<file path="src/rtl/lcd_rd_pkg.sv">
package lcd_rd_pkg;

    typedef enum logic [2:0] {
        ST_IDLE,
        ST_SETUP,
        ST_EHI,
        ST_ELO,
        ST_REL
    } rd_state_t;

    function automatic int max3(input int a, input int b, input int c);
        int m;
        m = (a > b) ? a : b;
        return (m > c) ? m : c;
    endfunction

endpackage

</file>
<file path="src/rtl/lcd_rd_sync.sv">
module lcd_rd_sync #(
    parameter int W      = 4,
    parameter int STAGES = 2
) (
    input  logic         clk,
    input  logic         rst_n,
    input  logic [W-1:0] din,
    output logic [W-1:0] dout
);
    generate
        if (STAGES == 0) begin : g_bypass
            assign dout = din;
        end else begin : g_chain
            logic [STAGES-1:0][W-1:0] pipe_q;
            logic [STAGES-1:0][W-1:0] pipe_d;

            always_comb begin
                pipe_d[0] = din;
                for (int i = 1; i < STAGES; i++) begin
                    pipe_d[i] = pipe_q[i-1];
                end
            end

            always_ff @(posedge clk or negedge rst_n) begin
                if (!rst_n) pipe_q <= '0;
                else        pipe_q <= pipe_d;
            end

            assign dout = pipe_q[STAGES-1];
        end
    endgenerate
endmodule

</file>
<file path="src/rtl/lcd_rd_capture.sv">
module lcd_rd_capture #(
    parameter int NIB_W = 4
) (
    input  logic               clk,
    input  logic               rst_n,
    input  logic               take_hi,
    input  logic               take_lo,
    input  logic [NIB_W-1:0]   nib,
    output logic [2*NIB_W-1:0] byte_o
);
    logic [NIB_W-1:0]   hi_d, hi_q;
    logic [2*NIB_W-1:0] byte_d, byte_q;

    always_comb begin
        hi_d   = hi_q;
        byte_d = byte_q;
        if (take_hi) hi_d   = nib;
        if (take_lo) byte_d = {hi_q, nib};
    end

    always_ff @(posedge clk or negedge rst_n) begin
        if (!rst_n) begin
            hi_q   <= '0;
            byte_q <= '0;
        end else begin
            hi_q   <= hi_d;
            byte_q <= byte_d;
        end
    end

    assign byte_o = byte_q;
endmodule

</file>
<file path="src/rtl/lcd_nibble_reader.sv">
module lcd_nibble_reader
    import lcd_rd_pkg::*;
#(
    parameter int SETUP_CYC   = 4,
    parameter int EH_CYC      = 25,
    parameter int EL_CYC      = 50,
    parameter int SYNC_STAGES = 2
) (
    input  logic       clk,
    input  logic       rst_n,
    input  logic       req_i,
    input  logic       sel_data_i,
    output logic       busy_o,
    output logic       done_o,
    output logic [7:0] rdata_o,
    output logic       lcd_rs_o,
    output logic       lcd_rw_o,
    output logic       lcd_en_o,
    output logic       lcd_drive_o,
    input  logic [3:0] lcd_db_i
);
    localparam int NIB_W   = 4;
    localparam int EH_TOT  = EH_CYC + SYNC_STAGES;
    localparam int CNT_MAX = max3(SETUP_CYC, EH_TOT, EL_CYC);
    localparam int CW      = $clog2(CNT_MAX + 1);
    localparam int RW_W    = CW + 1;

    typedef struct packed {
        rd_state_t     st;
        logic [CW-1:0] cnt;
        logic          second;
        logic          rs;
        logic          rw;
        logic          en;
        logic          drive;
        logic          busy;
        logic          done;
    } ctl_t;

    ctl_t ctl_d, ctl_q;
    logic take_hi, take_lo;
    logic [NIB_W-1:0] nib_sync;

    lcd_rd_sync #(.W(NIB_W), .STAGES(SYNC_STAGES)) u_sync (
        .clk  (clk),
        .rst_n(rst_n),
        .din  (lcd_db_i),
        .dout (nib_sync)
    );

    lcd_rd_capture #(.NIB_W(NIB_W)) u_cap (
        .clk    (clk),
        .rst_n  (rst_n),
        .take_hi(take_hi),
        .take_lo(take_lo),
        .nib    (nib_sync),
        .byte_o (rdata_o)
    );

    always_comb begin
        ctl_d   = ctl_q;
        ctl_d.done = 1'b0;
        take_hi = 1'b0;
        take_lo = 1'b0;
        unique case (ctl_q.st)
            ST_IDLE: begin
                if (req_i) begin
                    ctl_d.st     = ST_SETUP;
                    ctl_d.cnt    = CW'(SETUP_CYC - 1);
                    ctl_d.rs     = sel_data_i;
                    ctl_d.rw     = 1'b1;
                    ctl_d.drive  = 1'b0;
                    ctl_d.busy   = 1'b1;
                    ctl_d.second = 1'b0;
                end
            end
            ST_SETUP: begin
                if (ctl_q.cnt == '0) begin
                    ctl_d.st  = ST_EHI;
                    ctl_d.en  = 1'b1;
                    ctl_d.cnt = CW'(EH_TOT - 1);
                end else begin
                    ctl_d.cnt = ctl_q.cnt - 1'b1;
                end
            end
            ST_EHI: begin
                if (ctl_q.cnt == '0) begin
                    ctl_d.en = 1'b0;
                    take_hi  = !ctl_q.second;
                    take_lo  = ctl_q.second;
                    if (ctl_q.second) begin
                        ctl_d.st = ST_REL;
                    end else begin
                        ctl_d.st  = ST_ELO;
                        ctl_d.cnt = CW'(EL_CYC - 1);
                    end
                end else begin
                    ctl_d.cnt = ctl_q.cnt - 1'b1;
                end
            end
            ST_ELO: begin
                if (ctl_q.cnt == '0) begin
                    ctl_d.st     = ST_EHI;
                    ctl_d.en     = 1'b1;
                    ctl_d.second = 1'b1;
                    ctl_d.cnt    = CW'(EH_TOT - 1);
                end else begin
                    ctl_d.cnt = ctl_q.cnt - 1'b1;
                end
            end
            ST_REL: begin
                ctl_d.st    = ST_IDLE;
                ctl_d.rw    = 1'b0;
                ctl_d.drive = 1'b1;
                ctl_d.busy  = 1'b0;
                ctl_d.done  = 1'b1;
            end
            default: ctl_d.st = ST_IDLE;
        endcase
    end

    always_ff @(posedge clk or negedge rst_n) begin
        if (!rst_n) begin
            ctl_q       <= '0;
            ctl_q.st    <= ST_IDLE;
            ctl_q.drive <= 1'b1;
        end else begin
            ctl_q <= ctl_d;
        end
    end

    assign busy_o      = ctl_q.busy;
    assign done_o      = ctl_q.done;
    assign lcd_rs_o    = ctl_q.rs;
    assign lcd_rw_o    = ctl_q.rw;
    assign lcd_en_o    = ctl_q.en;
    assign lcd_drive_o = ctl_q.drive;

    // Run-length counters that support the timing properties below
    logic [RW_W-1:0] hi_run_q, lo_run_q;
    always_ff @(posedge clk or negedge rst_n) begin
        if (!rst_n) begin
            hi_run_q <= '0;
            lo_run_q <= '0;
        end else begin
            hi_run_q <= lcd_en_o ? hi_run_q + 1'b1 : '0;
            lo_run_q <= lcd_en_o ? '0 : lo_run_q + 1'b1;
        end
    end

    p_quiet_idle_r1: assert property (@(posedge clk) disable iff (!rst_n)
        !busy_o |-> (!lcd_en_o && !lcd_rw_o && lcd_drive_o));

    p_rs_stable_r2: assert property (@(posedge clk) disable iff (!rst_n)
        (busy_o && $past(busy_o)) |-> $stable(lcd_rs_o));

    p_read_dir_r3: assert property (@(posedge clk) disable iff (!rst_n)
        lcd_en_o |-> (lcd_rw_o && !lcd_drive_o));

    p_en_width_r5: assert property (@(posedge clk) disable iff (!rst_n)
        $fell(lcd_en_o) |-> (hi_run_q == RW_W'(EH_TOT)));

    p_en_gap_r6: assert property (@(posedge clk) disable iff (!rst_n)
        ($rose(lcd_en_o) && ctl_q.second) |-> (lo_run_q == RW_W'(EL_CYC)));

    p_done_single_r7: assert property (@(posedge clk) disable iff (!rst_n)
        done_o |=> !done_o);

    p_done_release_r7: assert property (@(posedge clk) disable iff (!rst_n)
        done_o |-> (!busy_o && !lcd_rw_o && lcd_drive_o && $past(busy_o)));
endmodule

</file>
<file path="config.mk">
export PLATFORM = sky130hd
export DESIGN_NAME = lcd_nibble_reader
export DESIGN_NICKNAME = d
export VERILOG_FILES = /design/src/rtl/lcd_rd_pkg.sv /design/src/rtl/lcd_rd_sync.sv /design/src/rtl/lcd_rd_capture.sv /design/src/rtl/lcd_nibble_reader.sv
export SDC_FILE = /design/constraint.sdc
export NUM_CORES = 1
export LEC_CHECK = 0
export ABC_AREA = 1
export BUFFER_PORTS_ARGS = -buffer_cell sky130_fd_sc_hd__buf_2
export CAP_MARGIN = 40
export CORE_MARGIN = 3
export CORE_UTILIZATION = 55
export CTS_CLUSTER_DIAMETER = 150
export DETAILED_ROUTE_END_ITERATION = 10
export PLACE_DENSITY = 0.77
export SLEW_MARGIN = 20
export SYNTH_ARGS = -nofsm -noshare
export SYNTH_HDL_FRONTEND = slang
export SYNTH_HIERARCHICAL = 1
export SYNTH_SLANG_ARGS = --single-unit
</file>
<file path="constraint.sdc">
create_clock -name clk -period 1.75 [get_ports clk]
set_input_delay 0.0875 -clock clk [delete_from_list [all_inputs] [get_ports clk]]
set_output_delay 0.0875 -clock clk [all_outputs]
set_load 0.05 [all_outputs]
</file>
==> metrics.yaml, run 1 <==
run_status:
  status: "completed"
clock_network:
  clk_pin_slew_ns: 0.11
  clock_path_buffers: 2
  cts-root-buf: "clkbuf_4"
  cts.repair.resized: 0
  h-tree-depth: 2
  post_cts_buffers: 0
  insertion_delay_ns: 0.34
  clock_sinks: 36
  cts_tree: "built"
  cts_made_buffers: 5
detailed_routing:
  drc: 0
  post_drt_wl_per_cell_um: 11.19
  drtAntennaViolNets: 0
  wirelength_mm: 2.664
  dr.pass1.iters: 4
  num_vias: 1179
  drtIter0Drc: 45
  viasPerCell: 4.954
worst_setup_path:
  critPathMaxFanout: 10
  critPathKind: "register to register"
  timing.rr.start: "ctl_q[7]"
  crit_path_start: "ctl_q[7]"
  cp-end-kind: "register"
  worst_ep_required_time_ns: 2.03
  cp-start-kind: "register"
  r2r-end: "u_cap/byte_o[2]"
  crit_arrival_ns: 1.88
  regToRegSetupSlack_ns: 0.15
  r2r_cells: 7
  critPathCapture: "u_cap/byte_o[2]"
floorplan:
  io_pins: 22
  die-area_um2: 3405
  initial_core_util_pct: 59.24
  rows: 18
  die_width_um: 58.36
  core_area_um2: 2545
  fp.dieH_um: 58.36
timing:
  setup_viol: 0
  period_minus_slack_ns: 1.596
  skew_ns: 0.005414
  tightest_slew_ns: 0.2895
  slew_viol_final: 0
  setup-tns-final_ns: 0
  fin_crit_sh_pct: 91.23
  slew_headroom_pct: 80.70
  hold_viol_final: 0
  rsz0062_at_grt: "false"
  fmax_ghz: 0.6264
pwr:
  power.leakage_nw: 1.034
  p_per_area_nw_per_um2: 801.0
  clkPwrFrac_pct: 39.3
  vdd_drop_max_mv: 0.9714
  p_int_mw: 1.159
  power_switching_mw: 0.3002
  p_total_mw: 1.459
  combinationalPowerShare_pct: 2.8
  power_frac_seq_pct: 57.9
  p_sw_share_pct: 20.57
synthesis:
  ys_types: 22
  yosysWarnings: 6
  netlist_instances: 171
  syn_area_um2: 1508
  syn_avg_cell_area_um2: 8.817
  synth_fp_nets: 180
  ys_seq_area_share_pct: 59.83
  synth_seq_cells: 36
cells_and_area:
  fin_nets: 216
  diodes: 0
  drive_above_1_share_pct: 21.15
  syn_to_final_growth_pct: 20.83
  finish.utilization_pct: 71.58
global_routing:
  overflow: 0
  track_usage_pct: 18.52
  grt_pass1_wl_mm: 4.671
  grt_pass1_vias: 1072
  grt_max_degree: 37
  antenna_found_initial: 0
worst_hold_path:
  hold_path_class: "input pin to register"
place:
  place.port_buffers: 21
  dp_hpwl_mm: 1.893
  place_congestion: 0.9114
run:
  maxCapViolCount: 0
## worst max-delay path, stage by stage, from the launching register on
cell and delay (ns):
dfrtp_1 0.41, inv_1 0.12, ha_1 0.29, nand3_4 0.17, nor2_1 0.24, buf_4 0.19
nand2_1 0.06, nand2_1 0.06
## cells in the final DEF, fill, tap and decap left out
cell type      Yosys  final
dfrtp_1           35     35
a21oi_1            1      1
a21oi_2            1      1
nor2_4             1      1
nand3_2            2      2
clkinv_1           2      2
nand2_2            1      1
bufinv_16          0      1
nor2_1            10     10
buf_2              0     21
ha_1               1      1
o21ai_0            2      2
buf_16             0      1
nand4_1            1      1
dlygate4sd3_1      0      6
clkinvlp_4         0      1
clkinv_2           0      1
o21ai_1            3      3
o21ai_4            1      1
xnor2_1            1      1
buf_4              0      2
nor2_2             2      2
clkbuf_4           0      5
dfstp_2            1      1
inv_2              2      2
inv_1             11     11
nand2_1           84     84
nand3_1            7      7
nand3_4            1      1
## worst min-delay path by stage
stage                                    end  cells past startpoint   startpoint
floorplan                             busy_o                      0        rst_n
detailed placement  u_sync/g_chain.pipe_d[5]                      1  lcd_db_i[1]
finish                              lcd_rw_o                      3        req_i
CTS                                   busy_o                      3        req_i
global placement                   ctl_q[10]                      1        rst_n
global route                        lcd_rw_o                      3        req_i
## per-stage QoR
stage	worst slack, ns	area, um2	cells	hold WS [ns]
after floorplan	0.2925	1508	171	-0.2081
final	0.1535	1822	238	0.1267
after global placement	0.2644	1654	223	0.1901
after detailed placement	0.1619	1654	223	0.1972
after CTS	0.1353	1794	237	0.1107
after global routing	0.02190	1822	238	0.1373
## state kept, by name, indices dropped and copies added, names as in the netlist
register / count
done_o: 1
u_cap/byte_o: 8
busy_o: 1
lcd_en_o: 1
lcd_drive_o: 1
lcd_rs_o: 1
u_sync/g_chain.pipe_d: 4
u_sync/dout: 4
lcd_rw_o: 1
u_cap/hi_q: 4
ctl_q: 10
## kinds of logic after synthesis
kind of cell / share of synthesized area, %
simple gates: 30.62
flops: 59.83
buf+inv: 4.482
compound gates: 3.651
xor+xnor: 0.5810
fa+ha+maj: 0.8297
## cell usage after synthesis, drive strengths merged
cell / n / area (um2)
nand2: 85 / 321.6
dfrtp: 35 / 875.8
inv: 13 / 48.80
nor2: 13 / 61.31
nand3: 10 / 72.57
o21ai: 6 / 41.29
a21oi: 2 / 13.76
clkinv: 2 / 7.510
buf: 1 / 11.26
dfstp: 1 / 26.28
ha: 1 / 12.51
nand4: 1 / 6.260
xnor2: 1 / 8.760
## power by group through the flow
stage               clock (mW)  sequential [mW]  combinational [mW]
floorplan                    0            0.860            0.000970
global placement             0            0.860              0.0240
detailed placement           0            0.861              0.0250
CTS                      0.591            0.845              0.0351
global route             0.630            0.846              0.0461
finish                   0.573            0.845              0.0412
## timing repair
action / in CTS / in global routing
hold buffers: 6 / 0
endpoints found under the setup margin: 0 / 0
endpoints found under the hold margin: 40 / 0
## metal layers
metal | vias up | GRT usage (%) | part of all wire (%)
met4 | 0 | 10.60 | 1.8
li1 | 596 | - | -
met3 | 4 | 4.605 | 6.2
met2 | 45 | 27.27 | 48
met1 | 534 | 25.04 | 44
met5 | - | 0 | 0
## final cells by class
type | instances | area [um2]
multi-input combinational | 119 | 538.0
tap | 30 | 37.54
timing repair buffer | 30 | 207.7
inverter | 15 | 56.30
clock inverter | 3 | 42.54
clock buffer | 5 | 37.54
sequential | 36 | 902.1
fill | 194 | 723.2
Note: power is estimated with default switching activity, not from simulation.
==> run 2, diff against run 1 <==
--- a/config.mk
+++ b/config.mk
@@ -9,10 +9,11 @@
 export BUFFER_PORTS_ARGS = -buffer_cell sky130_fd_sc_hd__buf_2
 export CAP_MARGIN = 40
 export CORE_MARGIN = 3
-export CORE_UTILIZATION = 55
+export CORE_UTILIZATION = 49
 export CTS_CLUSTER_DIAMETER = 150
 export DETAILED_ROUTE_END_ITERATION = 10
-export PLACE_DENSITY = 0.77
+export GPL_ROUTABILITY_DRIVEN = 1
+export PLACE_DENSITY = 0.73
 export SLEW_MARGIN = 20
 export SYNTH_ARGS = -nofsm -noshare
 export SYNTH_HDL_FRONTEND = slang
==> constraint.sdc (replaced) <==
create_clock -name clk -period 1.36 [get_ports clk]
set_input_delay 0.068 -clock clk [delete_from_list [all_inputs] [get_ports clk]]
set_output_delay 0.068 -clock clk [all_outputs]
set_load 0.05 [all_outputs]
==> run 2 against run 1 <==
  * Sequential share of layout area is 2.6 points lower
  * First-iteration DRC count grew 2.2%
  * Core utilization is 4.2 points lower
  * Count of clock-buffer cells in the layout is the same
  * Wire length up 7.1%
  * Critical path depth stayed put
  * Maximum frequency increased by 20%
  * Cell count is 3.8% higher
  * Critical path type unchanged
  * Register-to-register slack worse by 0.13 ns
==> metrics.yaml, run 2 (synthesis results as in run 1) <==
run_status:
  status: "completed"
floorplan:
  die_width_um: 61.47
  fp.dieH_um: 61.47
  core_area_um2: 2853
  io_pins: 22
  rows: 19
  die-area_um2: 3779
  initial_core_util_pct: 52.85
worst_setup_path:
  critPathMaxFanout: 5
  cp-end-kind: "register"
  max_stage_delay_ns: 0.42
  critPathKind: "register to register"
  crit_arrival_ns: 1.63
  crit_slowest_cell: "dfrtp_1"
  path_cells: "inv_2, ha_4, nand3_4, nor2_4, buf_4, nand2_1, nand2_1"
  worst_ep_required_time_ns: 1.66
  crit_family: "simple AND/OR/NAND/NOR gates"
  worst_path_most_repeated_cell: "nand2_1"
  cp-start-kind: "register"
  crit_buf_inv: 2
pwr:
  power.leakage_nw: 1.053
  p_total_mw: 1.702
  p_per_area_nw_per_um2: 884.8
  vdd_drop_max_mv: 0.6180
timing:
  setup-tns-final_ns: 0
  slew_headroom_pct: 71.55
  slew_viol_final: 0
  period_minus_slack_ns: 1.336
  skew_ns: 0.004688
  fmax_ghz: 0.7487
  fin_crit_sh_pct: 98.21
  hold_viol_final: 0
  tightest_slew_ns: 0.4268
  fin_ws_ns: 0.02428
  rsz0062_at_grt: "true"
  setup_viol: 0
global_routing:
  track_usage_pct: 17.72
  overflow: 0
  grt_pass1_wl_mm: 4.678
  grt_pass1_vias: 1049
  grt_max_degree: 37
  antenna_found_initial: 0
detailed_routing:
  drc: 0
  drtIter0Drc: 46
  num_vias: 1220
  dr.pass1.iters: 4
  wirelength_mm: 2.852
  post_drt_wl_per_cell_um: 11.55
  viasPerCell: 4.939
  drtAntennaViolNets: 0
clock_network:
  clk_pin_slew_ns: 0.11
  insertion_delay_ns: 0.35
  cts-root-buf: "clkbuf_4"
  clock_path_buffers: 2
  h-tree-depth: 2
  cts_tree: "built"
  cts_made_buffers: 5
  clock_sinks: 36
cells_and_area:
  layout_commonest_cell: "nand2_1"
  final-instance-count-excl-fill: 247
  final_area_um2: 1923
  drive_above_1_share_pct: 28.70
  layout_common_cells: "nand2_1, dfrtp_1, buf_2"
  diodes: 0
  largest_reg_flops: 10
  fin_nets: 224
  syn_to_final_growth_pct: 27.55
  largest_register: "ctl_q"
place:
  dpl_cell_area_um2: 1718
  place_congestion: 0.8914
  dp_hpwl_mm: 2.046
  place.port_buffers: 21
  pre_cts_slack_ns: 0.002187
  dp_cells: 230
worst_hold_path:
  hold_path_class: "input pin to register"
run:
  maxCapViolCount: 0
## run 2: cell count changes in the layout (fill, tap and decap cells not counted), sizes merged
cell and delta:
clkinvlp +1, buf +7, nand3 +1, bufinv -1
## run 2: final timing paths
kind / slack [ns] / from / depth (start not counted) / end
min in group asynchronous: 0.27 / rst_n / 3 / ctl_q[7]
setup / recovery: 0.02 / ctl_q[7] / 7 / u_cap/byte_o[0]
setup reg to reg: 0.02 / ctl_q[7] / 7 / u_cap/byte_o[0]
max in group asynchronous: 0.75 / rst_n / 3 / lcd_drive_o
hold / removal: 0.06 / req_i / 3 / busy_o
hold reg to reg: 0.36 / u_sync/g_chain.pipe_d[5] / 0 / u_sync/dout[1]
## run 2: power breakdown
part,switching [mW],internal (mW)
clock network,0.367,0.203
registers,0.00435,1.08
logic,0.0254,0.0203
total,0.396,1.31
## run 2: final cells by class
cell class	count	area [um2]
Clock buffer	5	37.54
Tap cell	31	38.79
Timing Repair Buffer	37	256.5
Multi-Input combinational cell	120	605.6
Sequential cell	36	902.1
Clock inverter	3	23.77
Fill cell	223	929.6
Inverter	15	58.81
## run 2: per-layer routing
metal  GRT usage (%)  wire [um]
met1           22.27       1281
met2           27.04       1356
met3           6.289        150
met4           9.091         65
met5               0          0
## run 2: tightest hold or removal path: stages
cell and delay [ns]:
buf_2 0.12, nand3_4 0.13, nand2_1 0.06
## run 2: metrics by stage
step                hold WS [ns]  util, %
finish                   0.05717    67.41
global route             0.05401    67.41
CTS                      0.07434    64.65
detailed placement        0.1278    60.22
global placement          0.1159    60.22
floorplan                -0.2276        -
## run 2: what timing repair did
item,in CTS,in global routing
pin swaps,0,5
setup buffers,0,2
gates cloned,0,1
hold endpoints to repair,40,0
hold buffers,6,0
resized for setup,1,12
setup endpoints to repair,8,21
==> run 3, diff against run 2 <==
--- a/config.mk
+++ b/config.mk
@@ -14,6 +14,7 @@
 export DETAILED_ROUTE_END_ITERATION = 10
 export GPL_ROUTABILITY_DRIVEN = 1
 export PLACE_DENSITY = 0.73
+export RECOVER_POWER = 100
 export SLEW_MARGIN = 20
 export SYNTH_ARGS = -nofsm -noshare
 export SYNTH_HDL_FRONTEND = slang
==> run 3 against run 2 <==
  * Setup slack gained 0.0021 ns
  * Largest power group unchanged
  * Core utilization shrank 0.18 points
  * Count of clock-buffer cells in the layout is the same
  * First-iteration DRC count shrank 11%
  * Sequential share of layout area grew 0.12 points
==> metrics.yaml, run 3 (synthesis results as in run 1) <==
cells_and_area:
  regArea_um2: 902.1
  layout_common_cells: "nand2_1, dfrtp_1, clkbuf_2"
  largest_register: "ctl_q"
  finish.utilization_pct: 67.24
  final-instance-count-excl-fill: 247
  fill_cells: 224
  diodes: 0
  multi_input_area_um2: 605.6
  drive_above_1_share_pct: 28.70
  largest_reg_flops: 10
  fin_nets: 224
  layout_commonest_cell: "nand2_1"
  syn_to_final_growth_pct: 27.22
pwr:
  power.leakage_nw: 1.047
  p_per_area_nw_per_um2: 885.5
  vdd_drop_max_mv: 0.6141
worst_setup_path:
  worst_ep_required_time_ns: 1.66
  regToRegSetupSlack_ns: 0.03
  max_stage_delay_ns: 0.42
  crit_arrival_ns: 1.63
  crit_family: "simple AND/OR/NAND/NOR gates"
  critPathKind: "register to register"
  path_cells: "inv_2, ha_4, nand3_4, nor2_4, buf_4, nand2_1, nand2_1"
  cp-start-kind: "register"
  worst_path_most_repeated_cell: "nand2_1"
  crit_buf_inv: 2
  cp-end-kind: "register"
  crit_slowest_cell: "dfrtp_1"
  critPathMaxFanout: 5
clock_network:
  clock_sinks: 36
  cts-root-buf: "clkbuf_4"
  h-tree-depth: 2
  clk_pin_slew_ns: 0.11
  cts_tree: "built"
  insertion_delay_ns: 0.35
  cts_made_buffers: 5
  clock_path_buffers: 2
timing:
  setup_viol: 0
  holdWs_ns: 0.05540
  slew_headroom_pct: 44.40
  tightest_slew_ns: 0.8339
  skew_ns: 0.004460
  slew_viol_final: 0
  hold_viol_final: 0
  period_minus_slack_ns: 1.334
  fin_crit_sh_pct: 98.06
  fmax_ghz: 0.7498
  rsz0062_at_grt: "true"
detailed_routing:
  drtAntennaViolNets: 0
  dr.pass1.iters: 4
  drtIter0Drc: 41
  num_vias: 1215
  post_drt_wl_per_cell_um: 11.49
  drc: 0
  viasPerCell: 4.919
  wirelength_mm: 2.838
floorplan:
  die-area_um2: 3779
  core_area_um2: 2853
  die_width_um: 61.47
  initial_core_util_pct: 52.85
  fp.dieH_um: 61.47
  io_pins: 22
  rows: 19
run_status:
  status: "completed"
global_routing:
  overflow: 0
  grt_pass1_wl_mm: 4.678
  grt_max_degree: 37
  grt_pass1_vias: 1049
  antenna_found_initial: 0
  track_usage_pct: 17.72
place:
  place_congestion: 0.8914
  place.port_buffers: 21
  dp_hpwl_mm: 2.046
  dp_cells: 230
run:
  maxCapViolCount: 0
worst_hold_path:
  hold_path_class: "input pin to register"
run 3: cell types whose count changed in the layout (fill, tap and decap cells not counted), sizes merged:
cell    delta
buf       -16
clkbuf    +16
run 3: what timing repair did:
action,4_1_cts,5_1_grt
hold buffers,6,0
resized for setup,1,12
buffers inserted,0,2
cloned,0,1
hold endpoints to repair,40,0
pin swaps,0,5
setup endpoints to repair,8,21
run 3: cell type report:
type	count	share of cell area (%)
clock inverters	3	1.239
flip-flops and latches	36	47.03
clock buffers	5	1.957
multi-input cells	120	31.57
well taps	31	2.022
inverters	15	3.066
repair buffers	37	13.11
run 3: worst paths after layout:
path,startpoint,endpoint,cells after the start
setup reg to reg,ctl_q[7],u_cap/byte_o[0],7
hold / removal,req_i,busy_o,3
min in group asynchronous,rst_n,ctl_q[7],3
hold reg to reg,u_sync/g_chain.pipe_d[5],u_sync/dout[1],0
max in group asynchronous,rst_n,u_sync/dout[3],3
setup / recovery,ctl_q[7],u_cap/byte_o[0],7
run 3: per-layer routing:
layer	vias to the layer above	routed length, um	track usage, %	share of wire (%)
li1	614	-	-	-
met1	562	1262	22.27	44
met2	34	1362	27.04	48
met3	5	148	6.289	5.2
met4	0	65	9.091	2.3
met5	-	0	0	0
run 3: worst reg2reg max path, cell delays in order (launching register included):
cell     delay (ns)
dfrtp_1        0.42
inv_2          0.08
ha_4           0.15
nand3_4        0.15
nor2_4         0.22
buf_4          0.15
nand2_1        0.05
nand2_1        0.06
run 3: per-stage QoR:
stage	setup WS (ns)	total power [mW]	cell area [um2]	setup TNS [ns]
final	0.02635	1.698	1918	0
after global routing	-0.06281	1.779	1918	-0.6092
after CTS	-0.002745	1.727	1844	-0.002745
after detailed placement	0.002187	1.142	1718	0
after global placement	0.05733	1.140	1718	0
after floorplan	0.04232	1.108	1525	0
run 3: report_power, final:
| part | internal [mW] | switching [mW] | total [mW] |
|---|---|---|---|
| combinational | 0.0193 | 0.0252 | 0.0445 |
| sequential | 1.08 | 0.00436 | 1.09 |
| clock | 0.203 | 0.365 | 0.568 |
| total | 1.30 | 0.394 | 1.70 |
